### src/rtl/dac_upd_pkg.sv
package dac_upd_pkg;
  localparam int ADDR_W = 2;
  localparam int SEL_W  = 3;

  typedef enum logic [ADDR_W-1:0] {
    A_CTRL = 2'd0,
    A_LO   = 2'd1,
    A_HI   = 2'd2,
    A_NONE = 2'd3
  } reg_addr_e;

  typedef struct packed {
    logic             auto_en;
    logic [SEL_W-1:0] sel;
    logic             left;
    logic             en;
  } ctrl_t;
endpackage

### src/rtl/dac_regs.sv
module dac_regs
  import dac_upd_pkg::*;
#(
  parameter int DW = 8
) (
  input  logic              clk,
  input  logic              rst_n,
  input  logic              wr_en,
  input  logic [ADDR_W-1:0] wr_addr,
  input  logic [DW-1:0]     wr_data,
  input  logic [ADDR_W-1:0] rd_addr,
  output logic [DW-1:0]     rd_data,
  output ctrl_t             ctrl,
  output logic [DW-1:0]     lo_q,
  output logic [DW-1:0]     hi_next,
  output logic              hi_wr
);
  logic [DW-1:0] hi_q;
  logic          ctrl_wr, lo_wr;

  assign ctrl_wr = wr_en && (wr_addr == A_CTRL);
  assign lo_wr   = wr_en && (wr_addr == A_LO);
  assign hi_wr   = wr_en && (wr_addr == A_HI);
  assign hi_next = hi_wr ? wr_data : hi_q;

  always_ff @(posedge clk or negedge rst_n) begin
    if (!rst_n) begin
      ctrl <= '0;
      lo_q <= '0;
      hi_q <= '0;
    end else begin
      if (ctrl_wr) begin
        ctrl.auto_en <= wr_data[7];
        ctrl.sel     <= wr_data[6:4];
        ctrl.left    <= wr_data[2];
        ctrl.en      <= wr_data[0];
      end
      if (lo_wr) lo_q <= wr_data;
      if (hi_wr) hi_q <= wr_data;
    end
  end

  always_comb begin
    rd_data = '0;
    case (rd_addr)
      A_CTRL: begin
        rd_data[7]   = ctrl.auto_en;
        rd_data[6:4] = ctrl.sel;
        rd_data[2]   = ctrl.left;
        rd_data[0]   = ctrl.en;
      end
      A_LO:    rd_data = lo_q;
      A_HI:    rd_data = hi_q;
      default: rd_data = '0;
    endcase
  end

  a_r2_unused_bits_zero: assert property (@(posedge clk) disable iff (!rst_n)
    (rd_addr == A_CTRL) |-> (rd_data[3] == 1'b0 && rd_data[1] == 1'b0));
  a_r10_none_reads_zero: assert property (@(posedge clk) disable iff (!rst_n)
    (rd_addr == A_NONE) |-> (rd_data == '0));
endmodule

### src/rtl/dac_edge.sv
module dac_edge
  import dac_upd_pkg::*;
#(
  parameter int N_EVT = 3
) (
  input  logic             clk,
  input  logic             rst_n,
  input  logic [N_EVT-1:0] flag,
  input  logic [SEL_W-1:0] sel,
  output logic             trig
);
  logic [N_EVT-1:0] prev_q;
  logic [N_EVT-1:0] pulse;

  for (genvar g = 0; g < N_EVT; g++) begin : g_evt
    always_ff @(posedge clk or negedge rst_n) begin
      if (!rst_n) prev_q[g] <= 1'b0;
      else        prev_q[g] <= flag[g];
    end
    assign pulse[g] = flag[g] & ~prev_q[g];

    a_r7_pulse_single: assert property (@(posedge clk) disable iff (!rst_n)
      pulse[g] |=> !pulse[g]);
  end

  always_comb begin
    trig = 1'b0;
    for (int i = 0; i < N_EVT; i++)
      if (sel == SEL_W'(i)) trig = pulse[i];
  end

  a_r8_bad_sel_quiet: assert property (@(posedge clk) disable iff (!rst_n)
    (int'(sel) >= N_EVT) |-> !trig);
endmodule

### src/rtl/dac_latch.sv
module dac_latch #(
  parameter int DW     = 8,
  parameter int CODE_W = 10
) (
  input  logic              clk,
  input  logic              rst_n,
  input  logic              load,
  input  logic              left,
  input  logic [DW-1:0]     hi,
  input  logic [DW-1:0]     lo,
  output logic [CODE_W-1:0] code
);
  localparam int XW = CODE_W - DW;

  logic [CODE_W-1:0] aligned;

  assign aligned = left ? {hi, lo[DW-1 -: XW]} : {hi[XW-1:0], lo};

  always_ff @(posedge clk or negedge rst_n) begin
    if (!rst_n)    code <= '0;
    else if (load) code <= aligned;
  end
endmodule

### src/rtl/dac_update_ctrl.sv
module dac_update_ctrl
  import dac_upd_pkg::*;
#(
  parameter int DW     = 8,
  parameter int CODE_W = 10,
  parameter int N_EVT  = 3
) (
  input  logic              clk,
  input  logic              rst_n,
  input  logic              req_valid,
  output logic              req_ready,
  input  logic [ADDR_W-1:0] req_addr,
  input  logic [DW-1:0]     req_wdata,
  input  logic [ADDR_W-1:0] rd_addr,
  output logic [DW-1:0]     rd_data,
  input  logic [N_EVT-1:0]  evt_flag,
  output logic [CODE_W-1:0] dac_code,
  output logic              conv_en
);
  ctrl_t         ctrl;
  logic [DW-1:0] lo_q, hi_next;
  logic          hi_wr, trig, load, wr_en;

  assign req_ready = 1'b1;
  assign wr_en     = req_valid & req_ready;

  dac_regs #(.DW(DW)) u_regs (
    .clk(clk), .rst_n(rst_n), .wr_en(wr_en), .wr_addr(req_addr),
    .wr_data(req_wdata), .rd_addr(rd_addr), .rd_data(rd_data),
    .ctrl(ctrl), .lo_q(lo_q), .hi_next(hi_next), .hi_wr(hi_wr)
  );

  dac_edge #(.N_EVT(N_EVT)) u_edge (
    .clk(clk), .rst_n(rst_n), .flag(evt_flag), .sel(ctrl.sel), .trig(trig)
  );

  assign load = ctrl.auto_en ? trig : hi_wr;

  dac_latch #(.DW(DW), .CODE_W(CODE_W)) u_latch (
    .clk(clk), .rst_n(rst_n), .load(load), .left(ctrl.left),
    .hi(hi_next), .lo(lo_q), .code(dac_code)
  );

  assign conv_en = ctrl.en;

  a_r3_lo_write_no_load: assert property (@(posedge clk) disable iff (!rst_n)
    (wr_en && req_addr == A_LO && !(ctrl.auto_en && trig)) |=> $stable(dac_code));
  a_r6_auto_hi_write_no_load: assert property (@(posedge clk) disable iff (!rst_n)
    (ctrl.auto_en && !trig) |=> $stable(dac_code));
  a_r9_enable_matches_reg: assert property (@(posedge clk) disable iff (!rst_n)
    (rd_addr == A_CTRL) |-> (conv_en == rd_data[0]));
  a_r8_held_flag_no_load: assert property (@(posedge clk) disable iff (!rst_n)
    (ctrl.auto_en && $stable(ctrl.sel) && $stable(evt_flag)) |=> $stable(dac_code));
endmodule

### config.mk
export PLATFORM = sky130hd
export DESIGN_NAME = dac_update_ctrl
export DESIGN_NICKNAME = d
export VERILOG_FILES = /design/src/rtl/dac_upd_pkg.sv /design/src/rtl/dac_regs.sv /design/src/rtl/dac_edge.sv /design/src/rtl/dac_latch.sv /design/src/rtl/dac_update_ctrl.sv
export SDC_FILE = /design/constraint.sdc
export NUM_CORES = 1
export LEC_CHECK = 0
export CAP_MARGIN = 20
export CORE_MARGIN = 4
export CORE_UTILIZATION = 44
export CTS_CLUSTER_SIZE = 8
export DETAILED_ROUTE_END_ITERATION = 10
export HOLD_SLACK_MARGIN = 0.1
export PLACE_DENSITY = 0.71
export SLEW_MARGIN = 0
export SYNTH_ARGS = -nofsm -noshare
export SYNTH_HDL_FRONTEND = slang
export SYNTH_SLANG_ARGS = --single-unit
### constraint.sdc
create_clock -name clk -period 1.75 [get_ports clk]
set_input_delay 0.525 -clock clk [delete_from_list [all_inputs] [get_ports clk]]
set_output_delay 0.525 -clock clk [all_outputs]
set_load 0.005 [all_outputs]
==> impl_metrics.env, run 1 <==
export IMPL_status="finished with violations"
export IMPL_violations="setup timing"
export IMPL_critical_path_class="in2out"
export IMPL_ys_seq_area_frac=0.5291
export IMPL_core_rowCount=22
export IMPL_grt_usage=0.1868
export IMPL_io_buffers=36
export IMPL_overflow=0
export IMPL_clock_path_buffers=2
export IMPL_post_drt_wl_per_cell_um=16.54
export IMPL_wirelength_um=4020
export IMPL_fin_nets=216
export IMPL_dp_hpwl_um=2741
export IMPL_min_path_type="in2reg"
export IMPL_p_leak_nw=1.147
export IMPL_initial_utilization=0.4522
export IMPL_routed_via_density=5.148
export IMPL_htreeDepth=2
export IMPL_hold_worst_slack_ps=395.3
export IMPL_p_total_mw=2.728
export IMPL_synth_seq_cells=35
export IMPL_cts_tree="done"
export IMPL_seq_area_um2=875.8
export IMPL_worstPathMaxFanout=6
export IMPL_clk_latency_ps=280
export IMPL_synth_area_per_cell_um2=13.03
export IMPL_layout_commonest_cell="dfrtp_1"
export IMPL_clkSlewWorstSetupHoldPaths_ps=60
export IMPL_multi_input_area_um2=858.3
export IMPL_slew_viol_final=0
export IMPL_finClkSkew_ps=3.237
export IMPL_min_period_over_period=1.186
export IMPL_critPathCaptureType="output pin"
export IMPL_area_growth_pct=51.47
export IMPL_fin_ws_ps=-325.5
export IMPL_fillers=286
export IMPL_grt_pass1_wl_um=6982
export IMPL_cp_required_ps=1220
export IMPL_start_kind="input port"
export IMPL_antenna_cells=0
export IMPL_ir_drop_uv=709.0
export IMPL_cts_sinks=35
export IMPL_yosys_warnings=0
export IMPL_p_per_area_nw_per_um2=1088
export IMPL_dieArea_um2=4807
export IMPL_synth_area_um2=1655
export IMPL_rrSetupSlack_ps=130
export IMPL_grt_pass1_vias=1415
export IMPL_cts_root_buf="clkbuf_8"
export IMPL_period_minus_slack_ps=2076
export IMPL_drive_above_1_share=0.4615
export IMPL_io_pins=38
export IMPL_dieWidth_um=69.34
export IMPL_yosysUniqueCellTypes=20
export IMPL_max_freq_mhz=481.8
export IMPL_hold_viol_final=0
export IMPL_fp_dieH_um=69.34
export IMPL_antenna_found_initial=0
export IMPL_core_um2=3661
export IMPL_cp_arrival_ps=1550
export IMPL_dr_pass1_iters=4
export IMPL_drtIter0Drc=84
export IMPL_setup_viol=8
export IMPL_synthCells=127
export IMPL_layout_common_cells="dfrtp_1, mux2_2, buf_4"
export IMPL_cts_buffers=5
export IMPL_hold_buffers=0
export IMPL_route_detailed_drc=0
export IMPL_cap_violations=0
export IMPL_grt_max_degree=36
export IMPL_gp_congestion=0.7703
export IMPL_ant_nets=0
export IMPL_rsz0062_at_grt="true"
export IMPL_syn_nets=149
export IMPL_vias=1251
-- stage by stage --
step	worst slack (ps)	setup TNS [ps]	std cells	cell area, µm²	util
floorplan	2.880	0	127	1693	-
global placement	-1054	-13650	230	2276	0.6217
detailed placement	-1073	-14610	230	2276	0.6217
CTS	-354.6	-2243	242	2487	0.6794
global route	-354.1	-2416	243	2507	0.6849
finish	-325.5	-2082	243	2507	0.6849
-- metal layers --
layer / vias up / GRT usage / wire length [µm]
met2: 44 / 0.3178 / 2036
met3: 4 / 0.05797 / 233
met4: 0 / 0.05206 / 26
met5: - / 0 / 0
met1: 614 / 0.2280 / 1724
li1: 589 / - / -
-- what timing repair did --
action,4_1_cts,5_1_grt
endpoints found under the hold margin,0,0
setup buffers,3,1
endpoints found under the setup margin,18,15
resized for setup,69,6
gates cloned,1,0
pin swaps,17,8
-- cells by family after synthesis --
family	after synthesis	share of synthesized area
flip-flops	35	0.5291
buffers and inverters	17	0.04308
AND/OR/NAND/NOR	17	0.05593
multiplexers	40	0.2615
AO/OA/AOI/OAI	13	0.07785
other	1	0.002265
adder cells (fa/ha/maj)	4	0.03024
-- power by group --
group	switching (mW)	internal [mW]	leakage, nW	total (mW)
sequential	0.125	1.03	0.415	1.15
clock	0.273	0.279	0.0422	0.552
combinational	0.381	0.644	0.689	1.02
-- flip-flops by register name, indices dropped and copies added, names as in the netlist --
| register | flops |
|---|---|
| u_latch.code | 10 |
| u_regs.ctrl | 6 |
| u_edge.prev_q | 3 |
| u_regs.lo_q | 8 |
| u_regs.hi_q | 8 |
-- path summary, 6_finish.rpt --
kind	startpoint	end	depth (start not counted)
hold reg to reg	u_latch.code[1]	u_latch.code[1]	1
setup / recovery	rd_addr[1]	rd_data[7]	7
max in group asynchronous	rst_n	u_regs.lo_q[1]	2
hold / removal	evt_flag[2]	u_edge.prev_q[2]	1
setup reg to reg	u_regs.ctrl[2]	u_latch.code[7]	6
min in group asynchronous	rst_n	u_latch.code[5]	2
-- layout make-up --
type / count / area share
clock buffer: 7 / 0.03044
clock inverter: 1 / 0.001996
inverter: 11 / 0.01747
multi-input combinational: 76 / 0.3423
sequential: 35 / 0.3493
tap: 48 / 0.02395
timing repair buffer: 65 / 0.2345
-- Yosys cell counts --
cell | number | share of area
mux2_2 | 26 | 0.18
nand3b_1 | 2 | 0.0091
a222oi_1 | 6 | 0.036
nor2_1 | 9 | 0.020
buf_4 | 2 | 0.0091
nor3b_2 | 1 | 0.0076
a22oi_1 | 2 | 0.0091
ha_1 | 4 | 0.030
mux2i_1 | 14 | 0.085
a221oi_2 | 1 | 0.0091
nor2_2 | 1 | 0.0038
dfrtp_1 | 35 | 0.53
a21oi_1 | 2 | 0.0060
conb_1 | 1 | 0.0023
nor2b_1 | 2 | 0.0076
inv_1 | 11 | 0.025
nand2b_1 | 2 | 0.0076
clkbuf_1 | 4 | 0.0091
o31ai_1 | 1 | 0.0045
a31oi_4 | 1 | 0.013
-- worst max-delay path, cell delays in order --
cell,delay (ps)
buf_8,100
buf_6,110
ha_4,190
buf_6,120
a222oi_1,310
nor2_1,80
buf_2,140
(Power assumes the default switching activity.)
==> run 2, diff against run 1 <==
--- a/config.mk
+++ b/config.mk
@@ -11,6 +11,7 @@
 export CTS_CLUSTER_SIZE = 8
 export DETAILED_ROUTE_END_ITERATION = 10
 export HOLD_SLACK_MARGIN = 0.1
+export MAX_ROUTING_LAYER = met4
 export PLACE_DENSITY = 0.71
 export SLEW_MARGIN = 0
 export SYNTH_ARGS = -nofsm -noshare
==> impl_metrics.env, run 2 (same netlist as run 1, synthesis figures left out) <==
export IMPL_min_period_over_period=1.184
export IMPL_reg2reg_depth=6
export IMPL_multi_input_area_um2=858.3
export IMPL_use_met1=0.2271
export IMPL_p_int_mw=1.949
export IMPL_placed_cell_area_um2=2276
export IMPL_top_regs="u_latch.code x10, u_regs.hi_q x8, u_regs.lo_q x8"
export IMPL_p_leak_nw=1.147
export IMPL_rsz0062_at_grt="true"
export IMPL_post_place_cells=230
export IMPL_io_pins=38
export IMPL_grt_usage=0.1912
export IMPL_gp_congestion=0.7807
export IMPL_hp_start="evt_flag[2]"
export IMPL_vias=1268
export IMPL_cp_arrival_ps=1550
export IMPL_max_freq_mhz=482.7
export IMPL_wirelength_um=4028
export IMPL_p_clk_frac=0.203
export IMPL_min_path_type="in2reg"
export IMPL_reg2reg_from="u_regs.ctrl[2]"
export IMPL_dr_pass1_iters=4
export IMPL_area_growth_pct=51.47
export IMPL_io_buffers=36
export IMPL_largest_reg_flops=10
export IMPL_drive_above_1_share=0.4615
export IMPL_fin_ws_ps=-321.6
export IMPL_dp_hpwl_um=2741
export IMPL_critical_path_class="in2out"
export IMPL_fp_dieH_um=69.34
export IMPL_worstPathMaxFanout=6
export IMPL_grt_pass1_wl_um=6975
export IMPL_routed_via_density=5.218
export IMPL_dieArea_um2=4807
export IMPL_fin_nets=216
export IMPL_cts_buffers=5
export IMPL_clock_path_buffers=2
export IMPL_layout_commonest_cell="dfrtp_1"
export IMPL_initial_utilization=0.4522
export IMPL_fin_cells=243
export IMPL_cts_root_buf="clkbuf_8"
export IMPL_fillers=286
export IMPL_fin_area_um2=2507
export IMPL_clkSlewWorstSetupHoldPaths_ps=60
export IMPL_start_kind="input port"
export IMPL_hold_buffers=0
export IMPL_critPathCaptureType="output pin"
export IMPL_dieWidth_um=69.34
export IMPL_clk_latency_ps=280
export IMPL_use_met3=0.05217
export IMPL_hold_path_depth=1
export IMPL_switching_share=0.2859
export IMPL_grt_max_degree=36
export IMPL_antenna_found_initial=0
export IMPL_cp_required_ps=1220
export IMPL_setup_viol=8
export IMPL_antenna_cells=0
export IMPL_core_um2=3661
export IMPL_seq_area_um2=875.8
export IMPL_period_minus_slack_ps=2072
export IMPL_cap_violations=0
export IMPL_layout_common_cells="dfrtp_1, mux2_2, buf_4"
export IMPL_p_per_area_nw_per_um2=1089
export IMPL_netSwitchingPower_mw=0.7803
export IMPL_overflow=0
export IMPL_pwr_share_comb=0.376
export IMPL_grt_pass1_vias=1427
export IMPL_drtIter0Drc=94
export IMPL_slew_viol_final=0
export IMPL_status="finished with violations"
export IMPL_ant_nets=0
export IMPL_post_drt_wl_per_cell_um=16.58
export IMPL_core_rowCount=22
export IMPL_cts_tree="done"
export IMPL_hold_viol_final=0
export IMPL_crit_start="rd_addr[1]"
export IMPL_route_detailed_drc=0
export IMPL_seqPwrFrac=0.422
export IMPL_grt_busiest_layer="met2"
export IMPL_cts_sinks=35
export IMPL_grtUsageMet2=0.3199
export IMPL_violations="setup timing"
export IMPL_ir_drop_uv=709.4
export IMPL_largest_register="u_latch.code"
export IMPL_finClkSkew_ps=2.333
export IMPL_htreeDepth=2
==> run 2: cell counts in the layout (fill, tap and decap cells not counted) <==
No cell type changed its count.
==> run 2: layout make-up <==
class	count	share of cell area
well taps	48	0.02395
clock inverters	1	0.001996
clock buffers	7	0.03044
multi-input cells	76	0.3423
inverters	11	0.01747
repair buffers	65	0.2345
flip-flops and latches	35	0.3493
==> run 2: routing by layer <==
layer / share of wire / vias up
met1: 0.44 / 636
met2: 0.51 / 37
met4: 0.014 / 0
met3: 0.038 / 5
met5: 0 / -
li1: - / 590
==> run 2: power by group through the flow <==
stage	registers (mW)	clock network (mW)	logic, mW
after detailed placement	1.15	0	0.948
after global routing	1.19	0.602	1.11
after CTS	1.15	0.573	1.03
after global placement	1.15	0	0.932
final	1.15	0.553	1.03
after floorplan	1.16	0	0.392
==> run 2: timing repair <==
item                                   in CTS  in global routing
endpoints found under the hold margin       0                  0
pin swaps                                  17                  8
resized for setup                          69                  6
setup endpoints to repair                  18                 16
cloned                                      1                  0
setup buffers                               3                  1
==> run 2: critical path, cell delays in order <==
cell and delay, ps:
buf_8 100, buf_6 110, ha_4 190, buf_6 110, a222oi_1 300, nor2_1 80
buf_2 140
==> run 2: final timing paths <==
check                           slack [ps]                to
min in group asynchronous              610   u_latch.code[5]
worst max register to register         130   u_latch.code[7]
worst max-delay path                  -320        rd_data[7]
worst min register to register         500   u_latch.code[1]
max in group asynchronous              960  u_edge.prev_q[1]
worst min-delay path                   390  u_edge.prev_q[2]
==> run 2: through the flow <==
step	setup slack (ps)	setup TNS (ps)	power (mW)	utilization	hold slack, ps
floorplan	2.880	0	1.551	-	229.4
global placement	-1054	-13650	2.078	0.6217	491.6
detailed placement	-1073	-14610	2.102	0.6217	494.4
CTS	-354.6	-2243	2.751	0.6794	481.3
global route	-354.1	-2416	2.902	0.6849	396.5
finish	-321.6	-2050	2.729	0.6849	391.4
==> run 3, diff against run 2 <==
--- a/config.mk
+++ b/config.mk
@@ -6,13 +6,14 @@
 export NUM_CORES = 1
 export LEC_CHECK = 0
 export CAP_MARGIN = 20
+export CORE_ASPECT_RATIO = 1.25
 export CORE_MARGIN = 4
-export CORE_UTILIZATION = 44
+export CORE_UTILIZATION = 49
 export CTS_CLUSTER_SIZE = 8
 export DETAILED_ROUTE_END_ITERATION = 10
 export HOLD_SLACK_MARGIN = 0.1
 export MAX_ROUTING_LAYER = met4
-export PLACE_DENSITY = 0.71
+export PLACE_DENSITY = 0.75
 export SLEW_MARGIN = 0
 export SYNTH_ARGS = -nofsm -noshare
 export SYNTH_HDL_FRONTEND = slang
==> constraint.sdc (replaced) <==
create_clock -name clk -period 2.1 [get_ports clk]
set_input_delay 0.63 -clock clk [delete_from_list [all_inputs] [get_ports clk]]
set_output_delay 0.63 -clock clk [all_outputs]
set_load 0.005 [all_outputs]
==> impl_metrics.env, run 3 (same netlist as run 1, synthesis figures left out) <==
export IMPL_status="finished with violations"
export IMPL_violations="setup timing"
export IMPL_p_per_area_nw_per_um2=971.5
export IMPL_layout_commonest_cell="dfrtp_1"
export IMPL_grt_pass1_vias=1357
export IMPL_clkSlewWorstSetupHoldPaths_ps=70
export IMPL_cts_sinks=35
export IMPL_cp_arrival_ps=1540
export IMPL_clock_path_buffers=2
export IMPL_drtIter0Drc=58
export IMPL_area_growth_pct=36.89
export IMPL_period_minus_slack_ps=2175
export IMPL_cap_violations=0
export IMPL_cts_root_buf="clkbuf_8"
export IMPL_rsz0062_at_grt="true"
export IMPL_hp_start="u_latch.code[2]"
export IMPL_post_drt_wl_per_cell_um=18.13
export IMPL_p_total_mw=2.201
export IMPL_wirelength_um=3897
export IMPL_grt_max_degree=36
export IMPL_core_um2=3223
export IMPL_grt_pass1_wl_um=6265
export IMPL_top_regs="u_latch.code x10, u_regs.hi_q x8, u_regs.lo_q x8"
export IMPL_dp_hpwl_um=2796
export IMPL_antenna_found_initial=0
export IMPL_ant_nets=0
export IMPL_post_place_cells=206
export IMPL_io_buffers=36
export IMPL_worstPathMaxFanout=7
export IMPL_overflow=0
export IMPL_core_rowCount=23
export IMPL_critPathMaxStageDelay_ps=380
export IMPL_critPathCaptureType="output pin"
export IMPL_largest_reg_flops=10
export IMPL_p_leak_nw=1.052
export IMPL_htreeDepth=2
export IMPL_hold_viol_final=0
export IMPL_fin_ws_ps=-74.91
export IMPL_dr_pass1_iters=5
export IMPL_min_path_type="reg2reg"
export IMPL_antenna_cells=0
export IMPL_fin_nets=199
export IMPL_cp_num_buf_inv=3
export IMPL_ir_drop_uv=824.1
export IMPL_cts_tree="done"
export IMPL_dieArea_um2=4378
export IMPL_dieWidth_um=59.99
export IMPL_reg2reg_from="u_edge.prev_q[0]"
export IMPL_cts_buffers=5
export IMPL_critical_path_top_delay_family="compound AO/OA/AOI/OAI gates"
export IMPL_placed_cell_area_um2=2122
export IMPL_cp_required_ps=1470
export IMPL_fp_dieH_um=72.99
export IMPL_routed_via_density=5.647
export IMPL_largest_register="u_latch.code"
export IMPL_drive_above_1_share=0.3764
export IMPL_grt_usage=0.2041
export IMPL_setup_viol=5
export IMPL_seq_area_um2=875.8
export IMPL_start_kind="input port"
export IMPL_fin_cells=215
export IMPL_slew_viol_final=0
export IMPL_layout_common_cells="dfrtp_1, mux2_2, clkdlybuf4s50_1"
export IMPL_vias=1214
export IMPL_crit_start="rd_addr[0]"
export IMPL_max_freq_mhz=459.8
export IMPL_fillers=260
export IMPL_io_pins=38
export IMPL_fin_area_um2=2266
export IMPL_hold_worst_slack_ps=503.2
export IMPL_slowest_stage="a222oi_1"
export IMPL_initial_utilization=0.5136
export IMPL_min_period_over_period=1.036
export IMPL_critical_path_class="in2out"
export IMPL_route_detailed_drc=0
export IMPL_gp_congestion=0.8311
export IMPL_finClkSkew_ps=6.111
export IMPL_clk_latency_ps=290
export IMPL_path_cells="buf_8 -> inv_6 -> ha_4 -> a222oi_1 -> nor2_1 -> buf_2"
export IMPL_multi_input_area_um2=755.7
run 3: cell count changes in the layout (fill, tap and decap cells not counted), moves of 2 or more:
| cell | previous run | this run |
|---|---|---|
| mux2i_1 | 8 | 14 |
| mux2_4 | 2 | 0 |
| clkdlybuf4s50_1 | 20 | 26 |
| mux2i_4 | 3 | 0 |
| dlygate4sd2_1 | 5 | 0 |
| clkbuf_8 | 5 | 7 |
| mux2_2 | 24 | 26 |
| inv_6 | 0 | 2 |
| buf_4 | 21 | 12 |
| buf_6 | 7 | 1 |
| mux2i_2 | 3 | 0 |
run 3: cell type report:
cell class                      count  share of cell area
Inverter                           11             0.02264
Sequential cell                    35              0.3865
Clock buffer                        8             0.04417
Tap cell                           37             0.02043
Timing Repair Buffer               49              0.1927
Multi-Input combinational cell     75              0.3335
run 3: worst paths after layout:
path	depth (start not counted)	slack [ps]	endpoint
hold / removal	1	500	u_latch.code[2]
setup / recovery	6	-70	rd_data[2]
setup reg to reg	5	550	u_latch.code[6]
hold reg to reg	1	500	u_latch.code[2]
max in group asynchronous	2	1020	u_latch.code[3]
min in group asynchronous	2	760	u_latch.code[4]
run 3: power by group:
group          switching (mW)  internal [mW]  leakage (nW)
Sequential              0.116          0.855         0.415
Combinational           0.260          0.442         0.585
Clock                   0.230          0.299        0.0515
run 3: worst register-to-register path: cells and delay by family, from the launching register on:
family                 cells  cell delay [ps]
buffers and inverters      1              220
DFF                        1              360
AOI/OAI and AO/OA          2              580
muxes                      1              160
and+or+nand+nor            1              160
run 3: repair_timing:
action / in CTS / in global routing
gates resized for setup: 60 / 2
setup endpoints to repair: 8 / 7
hold buffers: 0 / 0
pin swaps: 15 / 8
buffers inserted: 0 / 1
run 3: stage by stage:
| step | setup WS, ps | setup TNS (ps) | utilization |
|---|---|---|---|
| after global placement | -888.9 | -7962 | 0.6584 |
| after global routing | -99.23 | -506.9 | 0.7030 |
| after CTS | -36.97 | -107.2 | 0.6980 |
| after floorplan | 85.70 | 0 | - |
| after detailed placement | -959.0 | -8739 | 0.6584 |
| final | -74.91 | -195.4 | 0.7030 |
run 3: layer usage:
| metal | routed length [µm] | vias to the layer above | GRT usage | share of wire |
|---|---|---|---|---|
| met5 | 0 | - | - | 0 |
| met4 | 95 | 0 | 0.08867 | 0.024 |
| met3 | 233 | 9 | 0.05664 | 0.060 |
| met2 | 2134 | 49 | 0.3389 | 0.55 |
| met1 | 1433 | 609 | 0.2249 | 0.37 |
| li1 | - | 547 | - | - |
